**src/rtl/wk_pkg.sv**
```systemverilog
package wk_pkg;
  localparam logic [7:0] ADDR_STAT = 8'hA0;
  localparam logic [7:0] ADDR_MASK = 8'hA6;
  localparam int BIT_RST = 2;
  localparam int BIT_RES = 1;
  localparam int BIT_EXT = 0;
  localparam int NSRC    = 3;
endpackage

```
**src/rtl/wk_sync.sv**
```systemverilog
module wk_sync #(
  parameter int W = 2
) (
  input  logic         clk,
  input  logic         rst,
  input  logic [W-1:0] d,
  output logic [W-1:0] q
);
  logic [W-1:0] s1;

  always_ff @(posedge clk) begin
    if (rst) begin
      s1 <= '0;
      q  <= '0;
    end else begin
      s1 <= d;
      q  <= s1;
    end
  end
endmodule

```
**src/rtl/wk_se0_det.sv**
```systemverilog
module wk_se0_det #(
  parameter int FS_DIV = 4,
  parameter int LS_DIV = 32,
  parameter int NBITS  = 64
) (
  input  logic clk,
  input  logic rst,
  input  logic ls_sel,
  input  logic se0,
  output logic hit
);
  localparam int MAXD = (FS_DIV > LS_DIV) ? FS_DIV : LS_DIV;
  localparam int DW   = (MAXD > 1) ? $clog2(MAXD) : 1;
  localparam int BW   = $clog2(NBITS + 1);

  logic [DW-1:0] div_q;
  logic [BW-1:0] bits_q;
  logic [DW-1:0] lim;
  logic          tick;

  assign lim  = ls_sel ? DW'(LS_DIV - 1) : DW'(FS_DIV - 1);
  assign tick = (div_q == lim);
  assign hit  = se0 && tick && (bits_q == BW'(NBITS - 1));

  always_ff @(posedge clk) begin
    if (rst || !se0) begin
      div_q  <= '0;
      bits_q <= '0;
    end else if (bits_q != BW'(NBITS)) begin
      if (tick) begin
        div_q  <= '0;
        bits_q <= bits_q + 1'b1;
      end else begin
        div_q  <= div_q + 1'b1;
      end
    end
  end
endmodule

```
**src/rtl/wk_resume_det.sv**
```systemverilog
module wk_resume_det (
  input  logic clk,
  input  logic rst,
  input  logic j_now,
  input  logic suspend,
  output logic evt
);
  logic j_prev;

  always_ff @(posedge clk) begin
    if (rst) j_prev <= 1'b0;
    else     j_prev <= j_now;
  end

  assign evt = suspend && j_prev && !j_now;
endmodule

```
**src/rtl/wk_wake_unit.sv**
```systemverilog
module wk_wake_unit
  import wk_pkg::*;
#(
  parameter int FS_DIV   = 4,
  parameter int LS_DIV   = 32,
  parameter int SE0_BITS = 64
) (
  input  logic       clk,
  input  logic       rst,
  input  logic       usb_dp,
  input  logic       usb_dm,
  input  logic       ls_sel,
  input  logic       suspend,
  input  logic       ata_irq,
  input  logic       gpio_irq,
  input  logic [7:0] reg_addr,
  input  logic       reg_wr,
  input  logic [7:0] reg_wdata,
  output logic [7:0] reg_rdata,
  output logic       wake_irq
);
  logic [1:0]      line_s;
  logic            se0, j_now;
  logic            se0_hit, res_evt;
  logic [1:0]      ev_q;      // [1]=bus reset, [0]=resume
  logic [1:0]      ev_set, ev_clr;
  logic [NSRC-1:0] mask_q;
  logic            ext_live;
  logic [NSRC-1:0] src;
  logic            wdata_unused;

  assign wdata_unused = &reg_wdata[7:3];

  wk_sync #(.W(2)) u_sync (
    .clk (clk),
    .rst (rst),
    .d   ({usb_dp, usb_dm}),
    .q   (line_s)
  );

  assign se0   = !line_s[1] && !line_s[0];
  assign j_now =  line_s[1] && !line_s[0];

  wk_se0_det #(.FS_DIV(FS_DIV), .LS_DIV(LS_DIV), .NBITS(SE0_BITS)) u_se0 (
    .clk    (clk),
    .rst    (rst),
    .ls_sel (ls_sel),
    .se0    (se0),
    .hit    (se0_hit)
  );

  wk_resume_det u_res (
    .clk     (clk),
    .rst     (rst),
    .j_now   (j_now),
    .suspend (suspend),
    .evt     (res_evt)
  );

  assign ext_live = ata_irq | gpio_irq;
  assign ev_set   = {se0_hit, res_evt};
  assign ev_clr   = (reg_wr && reg_addr == ADDR_STAT) ?
                    reg_wdata[BIT_RST:BIT_RES] : 2'b00;

  always_ff @(posedge clk) begin
    if (rst) ev_q <= 2'b00;
    else     ev_q <= (ev_q & ~ev_clr) | ev_set;
  end

  always_ff @(posedge clk) begin
    if (rst)
      mask_q <= '1;
    else if (reg_wr && reg_addr == ADDR_MASK)
      mask_q <= reg_wdata[NSRC-1:0];
  end

  assign src = {ev_q, ext_live};

  always_ff @(posedge clk) begin
    if (rst) wake_irq <= 1'b0;
    else     wake_irq <= |(src & ~mask_q);
  end

  always_comb begin
    unique case (reg_addr)
      ADDR_STAT: reg_rdata = {5'b00000, src};
      ADDR_MASK: reg_rdata = {5'b11111, mask_q};
      default:   reg_rdata = 8'h00;
    endcase
  end
endmodule

```
**config.mk**
```make
export PLATFORM = sky130hd
export DESIGN_NAME = wk_wake_unit
export DESIGN_NICKNAME = d
export VERILOG_FILES = /design/src/rtl/wk_pkg.sv /design/src/rtl/wk_sync.sv /design/src/rtl/wk_se0_det.sv /design/src/rtl/wk_resume_det.sv /design/src/rtl/wk_wake_unit.sv
export SDC_FILE = /design/constraint.sdc
export NUM_CORES = 1
export LEC_CHECK = 0
export BUFFER_PORTS_ARGS = -buffer_cell sky130_fd_sc_hd__buf_2
export CORE_MARGIN = 4
export CORE_UTILIZATION = 53
export CTS_CLUSTER_DIAMETER = 100
export DETAILED_ROUTE_END_ITERATION = 12
export MAX_ROUTING_LAYER = met4
export PLACE_DENSITY = 0.94
export SKIP_LAST_GASP = 1
export SYNTH_ARGS = -nofsm -noshare
export SYNTH_HDL_FRONTEND = slang
export SYNTH_SLANG_ARGS = --single-unit
```
**constraint.sdc**
```tcl
create_clock -name clk -period 2.6 [get_ports clk]
set_input_delay 0.39 -clock clk [delete_from_list [all_inputs] [get_ports clk]]
set_output_delay 0.39 -clock clk [all_outputs]
set_load 0.05 [all_outputs]
```
# After elaboration in Yosys (flattened, before gate mapping)
# Index checks and enable logic that the tools add are counted.
[classes] muxes=4 n_reduce_logical=15 n_eq_ne=5 bitwise_logic=6 n_addsub=2
[ops] cell="8-bit equality test (second input constant)" count=2
[ops] cell="8-bit case mux with 2 select lines" count=1
[ops] cell="5-bit two-way mux" count=2
[ops] cell="1-bit logical AND" count=8
[ops] cell="7-bit by 1-bit adder with 7-bit output (second input constant)" count=1
[ops] cell="7-bit by 6-bit equality test with 1-bit output (second input constant)" count=1
[ops] cell="7-bit inequality test (second input constant)" count=1
[ops] cell="5-bit by 1-bit adder with 5-bit output (second input constant)" count=1
[ops] cell="5-bit equality test" count=1
[ops] cell="1-bit zero test" count=4
[ops] cell="3-bit AND" count=1
[ops] cell="3-bit inverter" count=1
[ops] cell="3-bit OR reduction" count=1
[ops] cell="2-bit AND" count=1
[ops] cell="2-bit two-way mux" count=1
[ops] cell="2-bit inverter" count=1
[ops] cell="2-bit OR" count=1
[ops] cell="2-bit AND reduction" count=1
[ops] cell="1-bit logical OR" count=1
[ops] cell="1-bit OR" count=1
[totals] ff_bits=23 elab_cells=40 input_bits=25

# Depth between registers and ports, before layout
# Gate-level depths: netlist of run 1.
[logic_depth] depth_word=6 depth_mapped=6 mapped_depth_nobuf=6

# Cells and area by module
# From an unflattened synthesis of run 1, not the netlist that was laid out.
[unflattened] cells_unflattened=137 hier_area_um2=1199.9
[by_module_without_submodules] module="wk_se0_det" cells_per_inst=75 area_per_inst_um2=665.6 instances=1 seq_area_each_um2=240.2
[by_module_without_submodules] module="wk_wake_unit" cells_per_inst=51 area_per_inst_um2=394.1 instances=1 seq_area_each_um2=120.1
[by_module_without_submodules] module="wk_sync" cells_per_inst=8 area_per_inst_um2=105.1 instances=1 seq_area_each_um2=80.1
[by_module_without_submodules] module="wk_resume_det" cells_per_inst=3 area_per_inst_um2=35.0 instances=1 seq_area_each_um2=20.0

# Least setup slack after synthesis of run 1
# Ideal clock, no wire load.
[synth_timing] kind="input-to-output" from="input reg_addr[0]" to="output reg_rdata[1]" path_stages=4 slack_ps=481 n_path_buf=1 required_ps=2210 t_arrival_ps=1729 cell_sequence="nor4b_1 > and4_1 > buf_2 > a22o_1"
[synth_via] elab_chain_len=2 elab_cells_between_ends=3
[synth_rtl] item="start, declared" line="wk_wake_unit.sv:16" text="input logic [7:0] reg_addr,"
[synth_rtl] item="8-bit equality test" line="wk_wake_unit.sv:85" text="unique case (reg_addr)"
[synth_rtl] item="8-bit case mux with 2 select lines (*)" line="wk_wake_unit.sv:85"
[synth_rtl] item="end, declared" line="wk_wake_unit.sv:19" text="output logic [7:0] reg_rdata,"
# Every way passes the cells marked *; elsewhere a longest branch is shown, timed or not.

# Worst setup path in the final report of run 1
# Same ends and word-level chain as after synthesis.

==> run_results.csv, run 1 <==
group,metric,value,unit
detailed_routing,via_per_inst,5.46,
setup_path,end_kind,"output port",
finish,areaGrowthSynthToFinish,14.5,%
global_routing,antenna_found_initial,0,
finish,n_fill_cell,166,
timing,fin_crit,2.14,ns
detailed_routing,ant_nets,0,
cts,htreeDepth,1,
pwr,max-vdd-ir-drop,415,µV
die,io_pins,34,
die,die_w,53.8,µm
global_routing,grt_remaining_overflow,0,
synthesis,synth_seq_area_share,41.3,%
setup_path,rrSetupSlack,0.92,ns
die,die_h,53.8,µm
global_routing,grt_pass1_vias,898,
hold_path,hp-start,"usb_dp",
synthesis,synth_top_area_share,41.3,%
cts,tritoncts_num_sinks,23,
place,pre_cts_ws,0.474,ns
cts,cts_tree,"built",
detailed_routing,vias,978,
die,row_count,16,
synthesis,synth-main-ff-cell,"dfxtp_1",
cts,root_buffer,"clkbuf_4",
synthesis,syn_nets,155,
synthesis,ys_seq_elements,23,
synthesis,synth_top_family_by_area,"simple AND/OR/NAND/NOR gates",
timing,finalCritPeriodShare,82.2,%
cts,cts_inserted_buffers,3,
setup_path,cp-startpoint,"reg_addr[0]",
die,core_region_area,1980,µm²
synthesis,yosysMostFrequentCell,"dfxtp_1",
hold_path,hold_end,"u_sync.s1[1]",
timing,clock_skew,0.00115,ns
synthesis,synthMuxAreaShare,0.899,%
hold_path,hold_path.class,"primary input to flop",
cts,clk_pin_slew,0.13,ns
die,die-area,2900,µm²
setup_path,cp-start-kind,"primary input",
timing,tns,0,ns
setup_path,reg2reg_from,"u_se0.bits_q[2]",
run,maxCapViolations,0,
place,hpwlAfterDp,1760,µm
detailed_routing,drtIter0Drc,11,
synthesis,yosysTopAreaCell,"dfxtp_1",
cts,cts_resized,0,
global_routing,grt_util_all_layers,16.8,%
cts,clock_latency,0.30,ns
hold_path,holdPathStages,2,
timing,slew_viol_final,0,
synthesis,syn_inst,127,
finish,multi_input_area,588,µm²
setup_path,worstRegToRegCells,4,
timing,rsz0062_at_grt,"false",
finish,final_layout_size_suffix_gt1_share,25.7,%
detailed_routing,wire_per_inst,12.0,µm
setup_path,reg2reg_to,"u_se0.bits_q[1]",
outcome,status,"finished, final reports clean",
timing,slew_headroom,72.2,%
die,start_util,56.2,%
cts,cts_hold_buf,0,
cts,cts_buffer_depth,2,
setup_path,arrival,1.75,ns
synthesis,synth-adder-area-share,3.37,%
synthesis,yosys.area_share.simple,28.3,%
timing,hold_viol,0,
synthesis,synth_edf_count,0,
timing,max_freq,468,MHz
synthesis,avgSynthCellArea,8.77,µm²
finish,seqCellArea,460,µm²
finish,layout.cells.non_filler,179,
setup_path,worst_ep_required_time,2.21,ns
place,dp_cells,175,
cts,post_cts_buffers,0,
finish,nets,181,
detailed_routing,drc,0,
pwr,p_leak,0.544,nW
place,port_buffers,28,
synthesis,synth_area_leaders,"dfxtp_1 (41%), and3_1 (3.4%), ha_1 (3.4%), nand3_1 (3.1%), xor2_1 (3.1%)",
detailed_routing,wirelength,2150,µm
synthesis,synthArstFlopShare,0,%
synthesis,synth-compound-area-share,16.3,%
synthesis,ys_types,39,
setup_path,critPathKind,"primary input to output port",
pwr,power.total,0.000577,W
synthesis,synth_xor_area_share,3.93,%
global_routing,grt_max_degree,15,
finish,diodes,0,
synthesis,yosysWarnings,0,
place,gp_congestion,0.815,
timing,tightest_slew,0.414,ns
detailed_routing,dr.pass1.iters,4,
timing,setup_violations,0,
pwr,power_density,452,nW/µm²
setup_path,cp_max_fo,12,
global_routing,grt_first_pass_wirelength,3530,µm
timing,setup_slack,0.462,ns
synthesis,synth_area,1110,µm²
synthesis,synth_common_cells,"dfxtp_1 (23), nor2_1 (9), nand2_1 (8), nand3_1 (7)",
## through the flow
stage          hold slack, ns  cell area [µm²]  util (%)
2_1_floorplan           0.414             1110         -
5_1_grt                 0.267             1270      64.3
3_3_place_gp            0.417             1240      62.8
4_1_cts                 0.274             1270      64.3
3_5_place_dp            0.428             1240      62.8
6_report                0.285             1270      64.3
## kinds of logic (layout without fill, tap and decap cells)
family | count (synthesis) | count (layout)
buffers and inverters | 13 | 38
adders and majority gates | 3 | 3
AOI/OAI and AO/OA | 27 | 27
xor gates and xnor gates | 5 | 5
muxes | 1 | 1
DFF | 23 | 23
and+or+nand+nor | 55 | 55
## worst max path at each step
stage | cells past startpoint | to | slack [ns]
floorplan | 4 | reg_rdata[1] | 0.48
global placement | 5 | reg_rdata[2] | 0.56
detailed placement | 5 | reg_rdata[1] | 0.47
CTS | 5 | reg_rdata[1] | 0.47
global route | 5 | reg_rdata[1] | 0.37
finish | 5 | reg_rdata[1] | 0.46
## metal layers
layer / vias up / GRT usage [%] / wire, µm
met5: - / - / 0
met4: 0 / 5.11 / 14
met3: 2 / 2.49 / 112
met2: 23 / 31.0 / 1120
met1: 451 / 18.3 / 907
li1: 502 / - / -
## cell usage in the layout (no fill, tap or decap), types with 2 or more instances in the layout
cell type	instances
a211o_1	3
a21oi_1	6
a22o_1	2
a31o_2	2
and3_1	6
buf_2	28
clkbuf_4	3
dfxtp_1	23
ha_1	3
inv_1	6
nand2_1	8
nand2b_1	2
nand3_1	7
nor2_1	9
nor2b_1	5
nor3_1	5
o21a_1	2
o21ai_0	6
or3_1	2
or4_1	2
xor2_1	4
## final cells by class
class                           count  share of cell area [%]
Sequential cell                    23                    36.1
Clock buffer                        3                    1.77
Inverter                            6                    1.77
Clock inverter                      1                   0.589
Tap cell                           27                    2.65
Timing Repair Buffer               28                    11.0
Multi-Input combinational cell     91                    46.1
## where the power goes
group	leakage (nW)	total (W)	internal, W	switching (W)
Clock	0.0139	0.000165	0.0000585	0.000106
Combinational	0.343	0.0000472	0.0000219	0.0000253
Sequential	0.187	0.000365	0.000360	0.00000470
## registers in the layout (all words and copies together), names as in the netlist
register,cells
u_sync.s1,2
wake_irq,1
mask_q,3
u_se0.bits_q,7
ev_q,2
u_se0.div_q,5
u_sync.q,2
u_res.j_prev,1
## critical path, cell delays in order
cell     delay, ns
buf_2         0.10
nor4b_1       0.36
and4_1        0.44
a22o_1        0.20
buf_2         0.26
No activity file was read; power rests on OpenSTA's default activity.
==> run 2, diff against run 1 <==
--- a/config.mk
+++ b/config.mk
@@ -5,13 +5,14 @@
 export SDC_FILE = /design/constraint.sdc
 export NUM_CORES = 1
 export LEC_CHECK = 0
+export ABC_AREA = 1
 export BUFFER_PORTS_ARGS = -buffer_cell sky130_fd_sc_hd__buf_2
 export CORE_MARGIN = 4
-export CORE_UTILIZATION = 53
+export CORE_UTILIZATION = 47
 export CTS_CLUSTER_DIAMETER = 100
 export DETAILED_ROUTE_END_ITERATION = 12
 export MAX_ROUTING_LAYER = met4
-export PLACE_DENSITY = 0.94
+export PLACE_DENSITY = 0.87
 export SKIP_LAST_GASP = 1
 export SYNTH_ARGS = -nofsm -noshare
 export SYNTH_HDL_FRONTEND = slang
==> constraint.sdc (replaced) <==
create_clock -name clk -period 1.9 [get_ports clk]
set_input_delay 0.285 -clock clk [delete_from_list [all_inputs] [get_ports clk]]
set_output_delay 0.285 -clock clk [all_outputs]
set_load 0.05 [all_outputs]
==> run 2 against run 1 <==
Against the previous run:
- sequential share of layout area decreased by 5.6 points
- flip-flop and latch count unchanged
- cell area increased by 18%
- synthesized cell count increased by 43%
- largest power group unchanged
==> run_results.csv, run 2 <==
group,metric,value,unit
outcome,status,"finished, final reports clean",
detailed_routing,wirelength,2370,µm
synthesis,yosysWarnings,0,
cts,root_buffer,"clkbuf_4",
synthesis,synth-main-ff-cell,"dfxtp_1",
synthesis,synth_top_area_share,35.3,%
place,dp_cells,235,
timing,max_freq,644,MHz
synthesis,synth-adder-area-share,2.88,%
detailed_routing,dr.pass1.iters,4,
timing,slew_headroom,78.5,%
synthesis,yosysTopAreaCell,"dfxtp_1",
setup_path,arrival,1.27,ns
synthesis,synthArstFlopShare,0,%
place,dpl_cell_area,1480,µm²
die,row_count,18,
timing,rsz0062_at_grt,"false",
setup_path,cp-start-kind,"primary input",
die,start_util,50.8,%
finish,reg.largest.list,"u_se0.bits_q (7), u_se0.div_q (5), mask_q (3)",
finish,layout.cells.non_filler,239,
synthesis,synthMuxAreaShare,0,%
timing,tightest_slew,0.319,ns
detailed_routing,vias,1129,
pwr,power.total,0.000829,W
finish,n_fill_cell,253,
finish,nets,238,
detailed_routing,routed-wl-met2,1070,µm
synthesis,yosysMostFrequentCell,"nand2_1",
pwr,internal-power,0.000618,W
cts,cts_tree,"built",
cts,post_cts_buffers,0,
cts,cts_resized,0,
synthesis,synth_seq_area_share,35.3,%
synthesis,avgSynthCellArea,7.20,µm²
cts,cts_inserted_buffers,3,
synthesis,synth_common_cells,"nand2_1 (42), inv_1 (28), dfxtp_1 (23), nor2_1 (23), nand3_1 (14)",
global_routing,grt_first_pass_wirelength,4210,µm
detailed_routing,wire_per_inst,9.92,µm
pwr,max-vdd-ir-drop,564,µV
finish,multi_input_area,721,µm²
finish,final_layout_size_suffix_gt1_share,28.7,%
place,hpwlAfterDp,1820,µm
pwr,seq_power_share,60.8,%
synthesis,synth_top_family_by_area,"simple AND/OR/NAND/NOR gates",
timing,slew_viol_final,0,
detailed_routing,via_per_inst,4.72,
setup_path,worst_ep_required_time,1.62,ns
die,die_w,60.7,µm
pwr,p_comb_share,11.8,%
synthesis,synth_edf_count,0,
global_routing,grt_util_all_layers,15.9,%
synthesis,synth_area_leaders,"dfxtp_1 (35%), nand2_1 (12%), inv_1 (8.1%), nor2_1 (6.6%), nand3_1 (5.4%)",
pwr,p_leak,0.777,nW
synthesis,synth_xor_area_share,2.69,%
global_routing,antenna_found_initial,0,
setup_path,critPathKind,"primary input to output port",
detailed_routing,wl_met3,127,µm
finish,seqCellArea,460,µm²
hold_path,hold_path.class,"primary input to flop",
setup_path,end_kind,"output port",
timing,fin_crit,1.55,ns
detailed_routing,drtIter0Drc,26,
run,maxCapViolations,0,
timing,hold_ws,0.159,ns
cts,htreeDepth,1,
die,die_h,60.7,µm
global_routing,grt_pass1_vias,1004,
finish,final_common_cell,"nand2_1",
timing,finalCritPeriodShare,81.7,%
cts,tritoncts_num_sinks,23,
synthesis,yosys.area_share.simple,39.4,%
finish,areaGrowthSynthToFinish,15.7,%
place,port_buffers,28,
synthesis,synth-compound-area-share,7.10,%
detailed_routing,wl_met1,1110,µm
synthesis,syn_inst,181,
die,die-area,3680,µm²
cts,clk_pin_slew,0.12,ns
detailed_routing,ant_nets,0,
synthesis,syn_nets,209,
cts,cts_buffer_depth,2,
timing,hold_viol,0,
detailed_routing,highest_layer,"met4",
finish,diodes,0,
place,gp_congestion,0.828,
finish,largest_register,"u_se0.bits_q",
global_routing,grt_remaining_overflow,0,
finish,layout_common_cells,"nand2_1 (42), buf_2 (28), inv_1 (26)",
timing,setup_violations,0,
synthesis,synth_area,1300,µm²
finish,final_area,1510,µm²
synthesis,ys_seq_elements,23,
cts,clock_latency,0.31,ns
pwr,switching_power,0.000211,W
finish,largest_reg_flops,7,
setup_path,cp_max_fo,3,
cts,cts_hold_buf,0,
pwr,p_sw_share,25.5,%
die,core_region_area,2570,µm²
detailed_routing,drc,0,
global_routing,grt_max_degree,15,
synthesis,ys_types,27,
die,io_pins,34,
pwr,power_frac_clock,27.3,%
pwr,power_density,549,nW/µm²
timing,clock_skew,0.00254,ns
## run 2: changes by cell type after synthesis, moves of 3 or more
cell     previous run  this run
nand4_1             1         5
inv_1               6        28
nor2b_1             5         0
nor3_1              5         0
and3_1              6         0
nand3_1             7        14
nor2_1              9        23
a211o_1             3         0
nand2_2             0         4
nor2_2              0         5
nand2_1             8        42
## run 2: cell type report
class / count / area share [%]
tap: 30 / 2.49
inverter: 29 / 7.21
sequential: 23 / 30.5
timing repair buffer: 30 / 10.3
multi-input combinational: 123 / 47.8
clock buffer: 4 / 1.74
## run 2: worst paths after layout
path / start / end / slack (ns) / cells after the start
worst max register to register: u_se0.bits_q[0] / u_se0.bits_q[2] / 0.39 / 8
worst min-delay path: usb_dm / u_sync.s1[0] / 0.16 / 3
worst min register to register: u_sync.s1[1] / u_sync.q[1] / 0.41 / 2
worst max-delay path: reg_addr[0] / reg_rdata[0] / 0.35 / 7
## run 2: logic make-up (layout without fill, tap and decap cells)
group / Yosys count / after routing
AND/OR/NAND/NOR: 101 / 101
buffers and inverters: 35 / 63
flip-flops: 23 / 23
AO/OA/AOI/OAI: 15 / 15
XOR/XNOR: 4 / 4
adder cells (fa/ha/maj): 3 / 3
## run 2: metal layers
metal,vias to the layer above,global-route usage (%)
met2,21,24.7
met4,0,8.36
met3,5,2.77
li1,622,-
met5,-,-
met1,481,19.6
## run 2: metrics by stage
stage	setup slack (ns)	util, %	TNS, ns
floorplan	-0.00727	-	-0.00727
global placement	0.354	57.7	0
detailed placement	0.335	57.7	0
CTS	0.331	58.8	0
global route	0.240	58.8	0
finish	0.347	58.8	0
## run 2: power by group through the flow
stage          logic [W]  registers, W  clock network, W
2_1_floorplan  0.0000684      0.000513                 0
3_3_place_gp   0.0000959      0.000514                 0
3_5_place_dp   0.0000989      0.000515                 0
4_1_cts        0.0000994      0.000504          0.000238
5_1_grt         0.000112      0.000507          0.000263
6_report       0.0000982      0.000504          0.000226
## run 2: worst max-delay path, cell delays in order
cell     delay [ns]
buf_2          0.11
nor2_4         0.11
inv_2          0.05
nor3_4         0.20
inv_2          0.11
o21ai_4        0.14
buf_2          0.27
